### src/rtl/xy_route_pkg.sv
package xy_route_pkg;
  localparam int N_PORT = 5;
  localparam int P_NORTH = 0;
  localparam int P_EAST  = 1;
  localparam int P_SOUTH = 2;
  localparam int P_WEST  = 3;
  localparam int P_LOCAL = 4;

  typedef enum logic [1:0] {
    ST_IDLE  = 2'd0,
    ST_ROUTE = 2'd1,
    ST_DRAIN = 2'd2
  } rd_state_t;
endpackage

### src/rtl/xy_digit_dec.sv
module xy_digit_dec (
  input  logic [3:0] onehot,
  output logic [1:0] value,
  output logic       ok
);
  always_comb begin
    value = 2'd0;
    for (int k = 0; k < 4; k++)
      if (onehot[k]) value = 2'(k);
    ok = $onehot(onehot);
  end
endmodule

### src/rtl/xy_port_sel.sv
module xy_port_sel
  import xy_route_pkg::*;
#(
  parameter int COORD_W = 4
) (
  input  logic [COORD_W-1:0] tgt_x,
  input  logic [COORD_W-1:0] tgt_y,
  input  logic [COORD_W-1:0] own_x,
  input  logic [COORD_W-1:0] own_y,
  input  logic               from_local,
  output logic [N_PORT-1:0]  port,
  output logic               bad
);
  logic x_gt, x_lt, y_gt, y_lt;

  always_comb begin
    x_gt = tgt_x > own_x;
    x_lt = tgt_x < own_x;
    y_gt = tgt_y > own_y;
    y_lt = tgt_y < own_y;
    port = '0;
    if (x_gt)      port[P_EAST]  = 1'b1;
    else if (x_lt) port[P_WEST]  = 1'b1;
    else if (y_gt) port[P_NORTH] = 1'b1;
    else if (y_lt) port[P_SOUTH] = 1'b1;
    else           port[P_LOCAL] = 1'b1;
    bad = from_local && port[P_LOCAL];
  end
endmodule

### src/rtl/xy_eof_track.sv
module xy_eof_track #(
  parameter int N_SUB = 16
) (
  input  logic             clk,
  input  logic             rst,
  input  logic             enable,
  input  logic             clear,
  input  logic [N_SUB-1:0] eof_in,
  output logic             full
);
  logic [N_SUB-1:0] seen;

  assign full = &(seen | eof_in);

  always_ff @(posedge clk) begin
    if (rst || clear) seen <= '0;
    else if (enable)  seen <= seen | eof_in;
  end
endmodule

### src/rtl/xy_route_unit.sv
module xy_route_unit
  import xy_route_pkg::*;
#(
  parameter int COORD_W = 4,
  parameter int N_SUB   = 16
) (
  input  logic                       clk,
  input  logic                       rst,
  input  logic [COORD_W-1:0]         loc_x,
  input  logic [COORD_W-1:0]         loc_y,
  input  logic                       from_local,
  input  logic                       head_valid,
  input  logic [4*COORD_W-1:0]       head_dig,
  input  logic [N_SUB-1:0]           eof_in,
  input  logic                       grant,
  output logic [N_PORT-1:0]          req,
  output logic                       route_err,
  output logic                       frame_done
);
  localparam int DIG_PER = COORD_W / 2;
  localparam int N_DIG   = 2 * DIG_PER;

  logic [N_DIG-1:0]   dig_ok;
  logic [2*N_DIG-1:0] dig_val;
  logic [COORD_W-1:0] tgt_x, tgt_y;
  logic [N_PORT-1:0]  sel_port;
  logic               sel_bad;
  logic               eof_full;
  logic               release_now;
  logic               gnt_seen;
  rd_state_t          state;

  for (genvar g = 0; g < N_DIG; g++) begin : g_dig
    xy_digit_dec u_dec (
      .onehot (head_dig[4*g +: 4]),
      .value  (dig_val[2*g +: 2]),
      .ok     (dig_ok[g])
    );
  end

  assign tgt_x = dig_val[0 +: COORD_W];
  assign tgt_y = dig_val[COORD_W +: COORD_W];

  xy_port_sel #(.COORD_W(COORD_W)) u_sel (
    .tgt_x      (tgt_x),
    .tgt_y      (tgt_y),
    .own_x      (loc_x),
    .own_y      (loc_y),
    .from_local (from_local),
    .port       (sel_port),
    .bad        (sel_bad)
  );

  xy_eof_track #(.N_SUB(N_SUB)) u_eof (
    .clk    (clk),
    .rst    (rst),
    .enable (state != ST_IDLE),
    .clear  (release_now),
    .eof_in (eof_in),
    .full   (eof_full)
  );

  always_comb begin
    release_now = 1'b0;
    if (state == ST_ROUTE) release_now = eof_full && (gnt_seen || grant);
    if (state == ST_DRAIN) release_now = eof_full;
  end

  always_ff @(posedge clk) begin
    if (rst) begin
      state      <= ST_IDLE;
      req        <= '0;
      route_err  <= 1'b0;
      frame_done <= 1'b0;
      gnt_seen   <= 1'b0;
    end else begin
      frame_done <= release_now;
      case (state)
        ST_IDLE: begin
          gnt_seen <= 1'b0;
          if (head_valid) begin
            if ((&dig_ok) && !sel_bad) begin
              req   <= sel_port;
              state <= ST_ROUTE;
            end else begin
              route_err <= 1'b1;
              state     <= ST_DRAIN;
            end
          end
        end
        ST_ROUTE: begin
          if (grant) gnt_seen <= 1'b1;
          if (release_now) begin
            req   <= '0;
            state <= ST_IDLE;
          end
        end
        ST_DRAIN: begin
          if (release_now) begin
            route_err <= 1'b0;
            state     <= ST_IDLE;
          end
        end
        default: state <= ST_IDLE;
      endcase
    end
  end
endmodule

### config.mk
export PLATFORM = sky130hd
export DESIGN_NAME = xy_route_unit
export DESIGN_NICKNAME = d
export VERILOG_FILES = /design/src/rtl/xy_route_pkg.sv /design/src/rtl/xy_digit_dec.sv /design/src/rtl/xy_port_sel.sv /design/src/rtl/xy_eof_track.sv /design/src/rtl/xy_route_unit.sv
export SDC_FILE = /design/constraint.sdc
export NUM_CORES = 1
export LEC_CHECK = 0
export BUFFER_PORTS_ARGS = -buffer_cell sky130_fd_sc_hd__buf_2
export CORE_MARGIN = 2
export CORE_UTILIZATION = 47
export CTS_CLUSTER_SIZE = 40
export DETAILED_ROUTE_END_ITERATION = 6
export PLACE_DENSITY = 0.74
export SKIP_CTS_REPAIR_TIMING = 1
export SLEW_MARGIN = 20
export SYNTH_ARGS = -nofsm -noshare
export SYNTH_HDL_FRONTEND = slang
export SYNTH_HIERARCHICAL = 1
export SYNTH_SLANG_ARGS = --single-unit
### constraint.sdc
create_clock -name clk -period 4 [get_ports clk]
set_clock_uncertainty 0.1 [all_clocks]
set_input_delay 0.8 -clock clk [delete_from_list [all_inputs] [get_ports clk]]
set_output_delay 0.8 -clock clk [all_outputs]
set_load 0.02 [all_outputs]
Word-level counts from Yosys, hierarchy flattened
Cells that the tools add are included.
{"block": "op_classes", "n_reduce_logical": 17, "order_cmp": 4, "muxes": 40, "bitwise": 1, "n_addsub": 12, "n_eq_ne": 13}
{"op": "2-to-1 mux 2 bit", "n": 11}
{"op": "2-to-1 mux 1 bit", "n": 21}
{"op": "adder 1 x 1 -> 2 bit", "n": 8}
{"op": "bitwise OR 16 bit", "n": 1}
{"op": "AND reduction 16 bit", "n": 1}
{"op": "2-to-1 mux 5 bit", "n": 3}
{"op": "adder 3 bit", "n": 4}
{"op": "== test 3 x 1 -> 1 bit (second input constant)", "n": 4}
{"op": "AND reduction 4 bit", "n": 3}
{"op": "one-hot mux 5 bit (2 select lines)", "n": 1}
{"op": "greater-than comparator 4 bit", "n": 2}
{"op": "less-than comparator 4 bit", "n": 2}
{"op": "inequality test 2 bit (second input constant)", "n": 4}
{"op": "inequality test 2 x 1 -> 1 bit (second input constant)", "n": 3}
{"op": "nonzero test 2 bit", "n": 3}
{"op": "one-hot mux 1 bit (2 select lines)", "n": 2}
{"op": "one-hot mux 2 bit (2 select lines)", "n": 1}
{"op": "AND reduction 2 bit", "n": 2}
{"op": "logical AND 1 bit", "n": 3}
{"op": "2-to-1 mux 3 bit", "n": 1}
{"op": "== test 2 x 1 -> 1 bit (second input constant)", "n": 1}
{"op": "== test 2 bit (second input constant)", "n": 1}
{"op": "zero test 2 bit", "n": 1}
{"op": "logical OR 1 bit", "n": 2}
{"op": "2 further kinds", "n": 2}
{"block": "totals", "inputBits": 45, "regBits": 26, "out_inout_bits": 7}

Logic depth before layout (Yosys ltp)
Gate-level depths: netlist of the first run.
{"block": "logic_depth", "word_depth": 14, "mapped_depth": 11}

Hierarchy
The synthesis of the first run kept the hierarchy.
{"module": "xy_eof_track", "area_each_um2": 576.8, "n_inst": 1, "cells_per_inst": 66}
{"module": "xy_route_unit", "area_each_um2": 490.5, "n_inst": 1, "cells_per_inst": 52}
{"module": "xy_digit_dec", "area_each_um2": 82.6, "n_inst": 4, "cells_per_inst": 11}
{"module": "xy_port_sel", "area_each_um2": 301.5, "n_inst": 1, "cells_per_inst": 36}

Least setup slack after synthesis of the first run
No wires, ideal clock.
{"block": "synth_path", "path_type": "in2reg", "from": "input head_dig[0]", "to": "register req[3]", "setup_time_ns": 0.117, "arrival_ns": 2.852, "stages": 10, "slack_ns": 0.931, "n_path_buf": 0, "cell_sequence": "inv_1 -> fa_1 -> inv_1 -> ha_1 -> ha_1 -> nor3b_1 -> and4b_2 -> a31oi_1 -> o21ba_1 -> a22o_1"}
{"block": "synth_between", "elab_chain_cells": 7}
{"element": "start, declared", "line": "xy_route_unit.sv:13", "rtl": "input logic [4*COORD_W-1:0] head_dig,"}
{"element": "adder 1 x 1 -> 2 bit (implied by the code)", "line": "xy_digit_dec.sv:10", "rtl": "ok = $onehot(onehot);"}
{"element": "adder 3 bit (implied by the code)", "line": "xy_digit_dec.sv:10"}
{"element": "== test 3 x 1 -> 1 bit", "line": "xy_digit_dec.sv:10"}
{"element": "via dig_ok[0]", "line": "xy_route_unit.sv:23", "rtl": "logic [N_DIG-1:0] dig_ok;"}
{"element": "AND reduction 4 bit", "line": "xy_route_unit.sv:82", "rtl": "if ((&dig_ok) && !sel_bad) begin"}
{"element": "logical AND 1 bit", "line": "xy_route_unit.sv:82"}
{"element": "inequality test 2 bit (no line)"}
{"element": "AND reduction 4 bit (no line)"}
{"element": "end signal, assigned", "line": "xy_route_unit.sv:83", "rtl": "req <= sel_port;"}
{"element": "end, declared", "line": "xy_route_unit.sv:16", "rtl": "output logic [N_PORT-1:0] req,"}
The timed path passes the listed nets, and every way through them passes these cells.
A chain may end at the register's enable or synchronous reset.

Worst setup path after layout of the first run
{"block": "layout_path", "from": "input head_dig[12]", "to": "register req[4]"}
Same word-level chain as after synthesis.

==> qor.txt, run 1 <==
CP arrival -> 3.17 ns
F_max -> 327.9 MHz
Worst-Margin Slew -> 0.5802 ns
Top-Level Pins -> 52
Inserted Clock Buffers -> 3
Number of synthesized flops with an enable pin -> 0
Pre-antenna DRT Iters -> 4
Drt drc -> 0
Row Count -> 21
Mux cell area share after synthesis -> 0.5891%
Drt total wl -> 3320 um
Worst setup EP type -> flip-flop
Switch share -> 26.91%
Critical Path Source -> head_dig[12]
Clk_lat worst skew -> 0.32 ns
Compound-gate portion of the synthesized area -> 23.12%
Seq/Total Area, Yosys -> 30.63%
Flop pwr share -> 46.4%
Root buffer cell -> clkbuf_4
TritonCTS clock tree -> yes
Largest net degree at the start of global routing -> 20
Cell Area, Synth -> 1699 um2
RSZ-0062 raised after global routing -> no
Nets -> 318
Power Internal -> 0.4392 mW
FF-to-FF path depth -> 6
Synthesized-area fraction occupied by adder cells -> 18.70%
Detail Route Antenna Nets -> 0
Critical path class -> in2reg
Gr usage total -> 17.90%
Clock buffer depth -> 2
Die Y -> 64.13 um
Fin crit period -> 3.049 ns
Worst slew margin -> 61.28%
FFs w/ async S/R, synth -> 0%
Beginning of the worst hold path -> u_eof/seen[4]
Worst hold path type -> reg2reg
Hold_ws -> 0.3845 ns
Maxcap violations -> 0
Yosys warnings -> 6
Endpoints failing hold -> 0
Nature of the critical path startpoint -> primary input
DIE WIDTH -> 64.13 um
Pwr Density -> 296.3 nW/um2
Global-route wire length before repair -> 5968 um
Initial antenna violation count -> 0
Global route overflow -> 0
Via Count -> 1508
# H-tree levels -> 1
Final-report max-slew violation count -> 0
WHS Path Cells -> 2
CP Data Required Time -> 4.13 ns
Post-Synth Simple-Gate Area -> 17.53%
Core area -> 3416 um2
Share of layout cells above drive strength 1 -> 25.70%
Setup-failing EPs final -> 0
Switching pwr -> 0.1617 mW
Period utilisation layout -> 76.23%
GPL Wtd Cong -> 0.7679
Clk sinks -> 26
Worst R2R Setup Slack -> 2.03 ns
Largest family of logic cells by synthesized area -> compound AO/OA/AOI/OAI gates
Comb pwr share -> 24.1%
Clock slew at reported path FFs -> 0.14 ns
HPWL after DPL -> 2692 um
Multi-input logic area -> 1018 um2
Crit Path Max Fanout -> 5
Post-Syn Instances -> 198
Post-Layout Cell Count -> 295
# port buffers -> 51
Power Total -> 0.6010 mW
Leak Pwr -> 0.9989 nW
DRT iter0 DRCs -> 35
Unique cell type count in the Yosys netlist -> 39
Peak supply drop -> 0.2441 mV
Mapped Avg Cell Area -> 8.581 um2
Routed vias/inst -> 5.112
Primary FF master, synth -> dfxtp_1
Post-synth net total -> 266
Setup TNS -> 0 ns
WL/cell -> 11.25 um
Die area -> 4112 um2
Post-Synth XOR/XNOR Area -> 0%
Number of global-route vias before repair -> 1495
Yosys reg bits -> 26
Initial Util -> 49.74%
CP endpoint -> req[4]
Worst r2r src -> state[0]
Worst r2r dst -> req[4]
Layout fillers -> 325
Register area -> 520.5 um2
Clock power frac -> 29.4%
Placed cells -> 291
Ant. Diodes -> 0
Area Overhead vs Synth -> 19.37%
Status -> completed
-- critical path, stage by stage --
cell,delay (ns)
buf_2,0.08
inv_1,0.04
fa_1,0.53
inv_1,0.04
ha_1,0.18
ha_1,0.28
nor3b_1,0.32
and4b_2,0.31
a31oi_1,0.09
o21ba_1,0.27
a22o_1,0.24
-- synthesized netlist by cell type, types with 2 or more instances --
| cell type | n | area (um2) |
|---|---|---|
| nor3_2 | 2 | 20.02 |
| o21ai_1 | 4 | 20.02 |
| inv_1 | 33 | 123.9 |
| ha_1 | 19 | 237.7 |
| a22o_1 | 5 | 43.79 |
| dfxtp_1 | 26 | 520.5 |
| o211ai_1 | 4 | 30.03 |
| nor2_1 | 22 | 82.58 |
| nand4_1 | 3 | 18.77 |
| nor2b_1 | 3 | 18.77 |
| and2_1 | 2 | 12.51 |
| nand2_1 | 4 | 15.01 |
| o21a_1 | 2 | 15.01 |
| o21ai_0 | 4 | 20.02 |
| buf_2 | 2 | 10.01 |
| or2_1 | 5 | 31.28 |
| o22ai_1 | 8 | 50.05 |
| a21oi_1 | 23 | 115.1 |
| fa_1 | 4 | 80.08 |
| nor3b_1 | 4 | 30.03 |
-- kinds of logic (layout without fill, tap and decap cells) --
| kind of cell | count (synthesis) | after routing |
|---|---|---|
| and+or+nand+nor | 53 | 53 |
| adders and majority gates | 23 | 23 |
| DFF | 26 | 26 |
| buffers and inverters | 37 | 88 |
| AOI/OAI and AO/OA | 58 | 58 |
| muxes | 1 | 1 |
-- state kept, by name, summed over array words and instances (netlist names) --
signal / cells
state: 2
frame_done: 1
route_err: 1
u_eof/seen: 16
gnt_seen: 1
req: 5
-- per-layer routing --
| layer | vias to the layer above | GRT usage, % | part of all wire (%) |
|---|---|---|---|
| met2 | 37 | 32.16 | 49 |
| met4 | 0 | 5.319 | 0.66 |
| met3 | 2 | 4.577 | 6.4 |
| li1 | 791 | - | - |
| met1 | 678 | 20.79 | 44 |
| met5 | - | 0 | 0 |
-- layout by cell type, fill, tap and decap left out, drive strengths merged, types with 2 or more instances in the layout --
master / count
or2: 5
nor3b: 5
inv: 33
o21a: 2
and4: 2
buf: 51
ha: 19
o21ai: 8
nor2b: 3
o211ai: 4
a22o: 5
a21oi: 23
o22ai: 8
nor2: 22
dfxtp: 26
clkbuf: 3
nand4: 3
nor3: 2
nand2: 4
fa: 4
and2: 3
-- power groups by stage --
stage | Sequential, mW | Combinational (mW) | Clock (mW)
floorplan | 0.285 | 0.0993 | 0
global placement | 0.284 | 0.141 | 0
detailed placement | 0.285 | 0.145 | 0
CTS | 0.279 | 0.147 | 0.183
global route | 0.281 | 0.170 | 0.194
finish | 0.279 | 0.145 | 0.177
-- stage by stage --
step	utilization, %	instance area [um2]	worst slack (ns)
floorplan	-	1699	0.9309
CTS	59.38	2028	0.9497
finish	59.38	2028	0.9507
detailed placement	57.84	1976	0.6051
global route	59.38	2028	0.7966
global placement	57.84	1976	0.6518
-- worst min path at each step --
stage | slack (ns) | to
3_3_place_gp | 0.35 | u_eof/seen[7]
4_1_cts | 0.39 | u_eof/seen[5]
2_1_floorplan | 0.34 | u_eof/seen[10]
3_5_place_dp | 0.36 | u_eof/seen[5]
6_report | 0.38 | u_eof/seen[4]
5_1_grt | 0.42 | u_eof/seen[0]
-- area by class of cell --
class	instances	area share (%)
Timing Repair Buffer	51	12.58
Sequential cell	26	25.66
Tap cell	46	2.838
Multi-Input combinational cell	135	50.22
Inverter	33	6.107
Clock inverter	1	1.481
Clock buffer	3	1.110
Power figures use the tool's default switching activity.
==> inputs of run 2 (changes only) <==
==> constraint.sdc (replaced) <==
create_clock -name clk -period 2.9 [get_ports clk]
set_clock_uncertainty 0.1 [all_clocks]
set_input_delay 0.58 -clock clk [delete_from_list [all_inputs] [get_ports clk]]
set_output_delay 0.58 -clock clk [all_outputs]
set_load 0.02 [all_outputs]
==> run 2 against run 1 <==
Largest power group unchanged. Largest cell class unchanged. Critical endpoint is now req[3]. Highest routed layer unchanged. Hold slack improved by 0.0014 ns. First-iteration DRC count increased by 110%. Die area unchanged. Via count up 1.5%.
==> qor.txt, run 2 (synthesis results as in run 1) <==
Status -> completed (unchanged)
Clk_lat worst skew -> 0.32 ns (about the same)
WL/cell -> 10.94 um (was 11.25 um)
Setup TNS -> 0 ns (unchanged)
Core area -> 3416 um2 (unchanged)
Commonest non-fill, non-tap cell in the layout -> buf_2 (unchanged)
Ant. Diodes -> 0 (unchanged)
Worst r2r dst -> req[3] (was req[4])
CP arrival -> 2.98 ns (was 3.17 ns)
Clock buffer depth -> 2 (unchanged)
PnR worst setup slack -> 0.09301 ns (was 0.9507 ns)
Top-Level Pins -> 52 (unchanged)
Root buffer cell -> clkbuf_4 (unchanged)
Worst hold path type -> reg2reg (unchanged)
CP Data Required Time -> 3.07 ns (was 4.13 ns)
Comb pwr share -> 25.2% (was 24.1%)
Met2 wire length -> 1572 um (was 1614 um)
FF-to-FF path depth -> 6 (unchanged)
Global-route wire length before repair -> 5858 um (was 5968 um)
Area Overhead vs Synth -> 22.09% (was 19.37%)
TritonCTS clock tree -> yes (unchanged)
Setup-failing EPs final -> 0 (unchanged)
# H-tree levels -> 1 (unchanged)
Via Count -> 1531 (was 1508)
Pre-antenna DRT Iters -> 4 (unchanged)
Global route overflow -> 0 (unchanged)
Register area -> 520.5 um2 (unchanged)
Pwr Density -> 404.3 nW/um2 (was 296.3 nW/um2)
Period utilisation layout -> 96.79%
F_max -> 356.3 MHz
Row Count -> 21 (unchanged)
Share of layout cells above drive strength 1 -> 27.67% (was 25.70%)
GPL Wtd Cong -> 0.7753 (was 0.7679)
DRT iter0 DRCs -> 72 (was 35)
Worst-Margin Slew -> 0.5725 ns (was 0.5802 ns)
Flop pwr share -> 45.9% (was 46.4%)
# port buffers -> 51 (unchanged)
Initial antenna violation count -> 0 (unchanged)
Clock power frac -> 29.0% (was 29.4%)
Initial Util -> 49.74% (unchanged)
Peak supply drop -> 0.2305 mV (was 0.2441 mV)
Dpl ws -> -0.2444 ns (was 0.6051 ns)
Switching pwr -> 0.2247 mW (was 0.1617 mW)
Critical path cell sequence -> buf_2, inv_1, fa_1, inv_1, ha_1, ha_1, nor3b_1, and4b_2, buf_4, nand4_1, nor3_4, a22o_1 (was buf_2, inv_1, fa_1, inv_1, ha_1, ha_1, nor3b_1, and4b_2, a31oi_1, o21ba_1, a22o_1)
Clk sinks -> 26 (unchanged)
Met1 WL -> 1514 um (was 1471 um)
Die Y -> 64.13 um (unchanged)
Worst r2r src -> state[0] (unchanged)
Maxcap violations -> 0 (unchanged)
Most frequent cells in the layout -> 51 x buf_2, 33 x inv_1, 26 x dfxtp_1 (unchanged)
Leak Pwr -> 1.020 nW (was 0.9989 nW)
Number of flip-flops in the largest register -> 16 (unchanged)
Number of global-route vias before repair -> 1449 (was 1495)
Endpoints failing hold -> 0 (unchanged)
CP bufs+invs -> 4 (was 3)
Routed vias/inst -> 5.120 (was 5.112)
Layout fillers -> 331 (was 325)
Clock slew at reported path FFs -> 0.13 ns (was 0.14 ns)
Worst setup EP type -> flip-flop (unchanged)
Multi-input logic area -> 1035 um2 (was 1018 um2)
Nets -> 322 (was 318)
Largest reg by FF count -> u_eof/seen (unchanged)
Uppermost layer routed -> met4 (unchanged)
DIE WIDTH -> 64.13 um (unchanged)
Crit Path Max Fanout -> 5 (unchanged)
WHS Path Cells -> 2 (unchanged)
Hold EP -> u_eof/seen[7] (was u_eof/seen[4])
Nature of the critical path startpoint -> primary input (unchanged)
Inserted Clock Buffers -> 3 (unchanged)
Detail Route Antenna Nets -> 0 (unchanged)
Drt total wl -> 3272 um (was 3320 um)
Largest net degree at the start of global routing -> 20 (unchanged)
Beginning of the worst hold path -> u_eof/seen[7] (was u_eof/seen[4])
CP peak stage delay -> 0.53 ns (about the same)
Drt drc -> 0 (unchanged)
Top flop regs -> u_eof/seen: 16 flops, req: 5 flops, state: 2 flops (unchanged)
Final-report max-slew violation count -> 0 (unchanged)
Switch share -> 26.79% (was 26.91%)
Critical path class -> in2reg (unchanged)
Worst R2R Setup Slack -> 0.95 ns (was 2.03 ns)
Gr usage total -> 17.33% (was 17.90%)
HPWL after DPL -> 2713 um (was 2692 um)
Fin crit period -> 2.807 ns
Met3 WL -> 170 um (was 212 um)
CP delay by family, top -> simple AND/OR/NAND/NOR gates (was adder cells)
Die area -> 4112 um2 (unchanged)
Power Internal -> 0.6140 mW (was 0.4392 mW)
CP max-delay cell -> fa_1 (unchanged)
Worst slew margin -> 61.79% (was 61.28%)
[run 2: cell types whose count changed in the layout (fill, tap and decap cells not counted)]
| cell | delta |
|---|---|
| nor3_4 | +1 |
| nor3_2 | -1 |
| buf_4 | +4 |
| nor3b_2 | +2 |
| nor3b_1 | -2 |
[run 2: final cells by class]
class	count	area share, %
sequential	26	25.09
tap	46	2.774
clock buffer	3	1.086
multi-input combinational	135	49.88
timing repair buffer	55	13.75
clock inverter	1	1.448
inverter	33	5.971
[run 2: layer usage]
layer | global-route usage (%) | vias to the layer above
met3 | 4.401 | 2
met2 | 30.34 | 36
met5 | 0 | -
li1 | - | 798
met4 | 2.394 | 0
met1 | 21.95 | 695
[run 2: tightest hold or removal path, stage by stage (launching register included)]
cell,delay (ns)
dfxtp_1,0.35
a21oi_1,0.04
nor2_1,0.07
[run 2: power groups by stage]
stage	registers (mW)	logic [mW]	clock network, mW
floorplan	0.393	0.137	0
global placement	0.392	0.201	0
detailed placement	0.393	0.207	0
CTS	0.385	0.209	0.248
global route	0.388	0.245	0.263
finish	0.385	0.211	0.243
[run 2: metrics by stage]
step / instance area, um2 / util (%) / hold slack, ns / power, mW / std cells
after global routing: 2074 / 60.73 / 0.3913 / 0.8954 / 299
after detailed placement: 2006 / 58.72 / 0.3569 / 0.5999 / 295
after global placement: 2006 / 58.72 / 0.3483 / 0.5930 / 295
after CTS: 2058 / 60.26 / 0.3893 / 0.8413 / 299
after floorplan: 1699 / - / 0.3371 / 0.5301 / 198
final: 2074 / 60.73 / 0.3859 / 0.8387 / 299
[run 2: worst max path at each step]
stage	endpoint	from	cells after the start	slack, ns
final	req[3]	head_dig[8]	12	0.09
after global routing	req[2]	head_dig[8]	12	-0.02
after CTS	req[3]	head_dig[12]	12	0.1
after detailed placement	req[3]	head_dig[0]	12	-0.24
after global placement	req[1]	head_dig[0]	12	-0.18
after floorplan	req[3]	head_dig[0]	10	0.05
==> inputs of run 3 (changes only) <==
--- a/config.mk
+++ b/config.mk
@@ -10,7 +10,7 @@
 export CORE_UTILIZATION = 47
 export CTS_CLUSTER_SIZE = 40
 export DETAILED_ROUTE_END_ITERATION = 6
-export PLACE_DENSITY = 0.74
+export PLACE_DENSITY = 0.82
 export SKIP_CTS_REPAIR_TIMING = 1
 export SLEW_MARGIN = 20
 export SYNTH_ARGS = -nofsm -noshare
==> run 3 against run 2 <==
Sequential power is essentially flat. Wire length shrank 2.7%. Count of clock-buffer cells in the layout is the same. Largest cell class unchanged. Largest power group unchanged. Highest routed layer unchanged.
==> qor.txt, run 3 (synthesis results as in run 1) <==
Status -> completed (unchanged)
TritonCTS clock tree -> yes (unchanged)
Initial Util -> 49.74% (unchanged)
Drt drc -> 0 (unchanged)
Final non-filler cell area -> 2072 um2 (was 2074 um2)
Maxcap violations -> 0 (unchanged)
GPL Wtd Cong -> 0.7418 (was 0.7753)
Pre-antenna DRT Iters -> 4 (unchanged)
# port buffers -> 51 (unchanged)
Inserted Clock Buffers -> 3 (unchanged)
Most frequent cells in the layout -> 51 x buf_2, 33 x inv_1, 26 x dfxtp_1 (unchanged)
Crit Path Max Fanout -> 5 (unchanged)
CP Data Required Time -> 3.02 ns (was 3.07 ns)
Global-route wire length before repair -> 5768 um (was 5858 um)
Clk sinks -> 26 (unchanged)
Routed vias/inst -> 5.067 (was 5.120)
Final-report max-slew violation count -> 0 (unchanged)
Critical path class -> in2reg (unchanged)
Worst setup EP type -> flip-flop (unchanged)
Top-Level Pins -> 52 (unchanged)
CP endpoint -> req[3] (unchanged)
F_max -> 370.8 MHz (was 356.3 MHz)
Pwr Density -> 405.4 nW/um2 (was 404.3 nW/um2)
DIE WIDTH -> 64.13 um (unchanged)
Period utilisation layout -> 92.99% (was 96.79%)
Number of global-route vias before repair -> 1439 (was 1449)
Nature of the critical path startpoint -> primary input (unchanged)
Worst hold path type -> reg2reg (unchanged)
Share of layout cells above drive strength 1 -> 27.78% (was 27.67%)
Placement Cell Area -> 1998 um2 (was 2006 um2)
Row Count -> 21 (unchanged)
Critical Path Source -> head_dig[0] (was head_dig[8])
WL/cell -> 10.68 um (was 10.94 um)
FF-to-FF path depth -> 6 (unchanged)
Initial antenna violation count -> 0 (unchanged)
Endpoints failing hold -> 0 (unchanged)
Clk_lat worst skew -> 0.31 ns (was 0.32 ns)
Commonest non-fill, non-tap cell in the layout -> buf_2 (unchanged)
Largest reg by FF count -> u_eof/seen (unchanged)
Global route overflow -> 0 (unchanged)
Via Count -> 1510 (was 1531)
DRT iter0 DRCs -> 39 (was 72)
Worst R2R Setup Slack -> 0.98 ns (was 0.95 ns)
Clock slew at reported path FFs -> 0.14 ns (was 0.13 ns)
Die area -> 4112 um2 (unchanged)
Clock buffer depth -> 2 (unchanged)
Largest net degree at the start of global routing -> 20 (unchanged)
Setup TNS -> 0 ns (unchanged)
Number of flip-flops in the largest register -> 16 (unchanged)
Ant. Diodes -> 0 (unchanged)
Drt total wl -> 3184 um (was 3272 um)
Hold_ws -> 0.3891 ns (was 0.3859 ns)
Nets -> 321 (was 322)
Top flop regs -> u_eof/seen: 16 flops, req: 5 flops, state: 2 flops (unchanged)
Worst r2r dst -> req[3] (unchanged)
Worst r2r src -> state[0] (unchanged)
Setup-failing EPs final -> 0 (unchanged)
Core area -> 3416 um2 (unchanged)
Die Y -> 64.13 um (unchanged)
RSZ-0062 raised after global routing -> no
Area Overhead vs Synth -> 21.94% (was 22.09%)
Layout fillers -> 314 (was 331)
# H-tree levels -> 1 (unchanged)
CP arrival -> 2.82 ns (was 2.98 ns)
Worst slew margin -> 62.97% (was 61.79%)
Fin crit period -> 2.697 ns (was 2.807 ns)
Leak Pwr -> 1.018 nW (was 1.020 nW)
Peak supply drop -> 0.2383 mV (was 0.2305 mV)
Root buffer cell -> clkbuf_4 (unchanged)
Worst-Margin Slew -> 0.5549 ns (was 0.5725 ns)
HPWL after DPL -> 2665 um (was 2713 um)
Detail Route Antenna Nets -> 0 (unchanged)
Gr usage total -> 16.95% (was 17.33%)
run 3: metal layers:
layer | part of all wire, % | vias to the layer above | global-route usage, %
met1 | 48 | 686 | 22.38
li1 | - | 791 | -
met5 | 0 | - | 0
met4 | 0.69 | 0 | 4.255
met2 | 47 | 31 | 29.56
met3 | 4.2 | 2 | 1.761
run 3: area by class of cell:
type	count	area [um2]	area share, %
flip-flops and latches	26	520.5	25.12
well taps	46	57.56	2.778
inverters	33	123.9	5.978
repair buffers	54	277.8	13.41
clock inverters	1	30.03	1.449
clock buffers	3	22.52	1.087
multi-input cells	135	1040	50.18
run 3: worst max-delay path, cell delays in order:
cell and delay, ns:
buf_2 0.07, inv_1 0.04, fa_1 0.53, inv_1 0.04, ha_1 0.17, ha_1 0.28, nor3b_2 0.23, and4b_2 0.28
a31oi_1 0.09, o21ba_1 0.26, a22o_1 0.24
run 3: stage by stage:
stage	std cells	total power, mW	setup slack, ns	utilization (%)
after floorplan	198	0.5301	0.05089	-
after global placement	294	0.5909	-0.1983	58.50
after detailed placement	294	0.5979	-0.2407	58.50
after CTS	298	0.8404	0.1072	60.04
after global routing	298	0.8977	0.04770	60.66
final	298	0.8400	0.2033	60.66
run 3: power breakdown:
part	internal (mW)	switching (mW)	total, mW
clock network	0.140	0.105	0.244
registers	0.376	0.00982	0.385
logic	0.0993	0.111	0.211
total	0.614	0.226	0.840
run 3: worst min-delay path by stage:
stage                     slack (ns)      startpoint  cells past startpoint             end
after floorplan                 0.34  u_eof/seen[10]                      2  u_eof/seen[10]
after global placement          0.35   u_eof/seen[0]                      2   u_eof/seen[0]
after detailed placement        0.36  u_eof/seen[11]                      2  u_eof/seen[11]
after CTS                       0.39  u_eof/seen[11]                      2  u_eof/seen[11]
after global routing            0.41       eof_in[6]                      3   u_eof/seen[6]
final                           0.39   u_eof/seen[8]                      2   u_eof/seen[8]
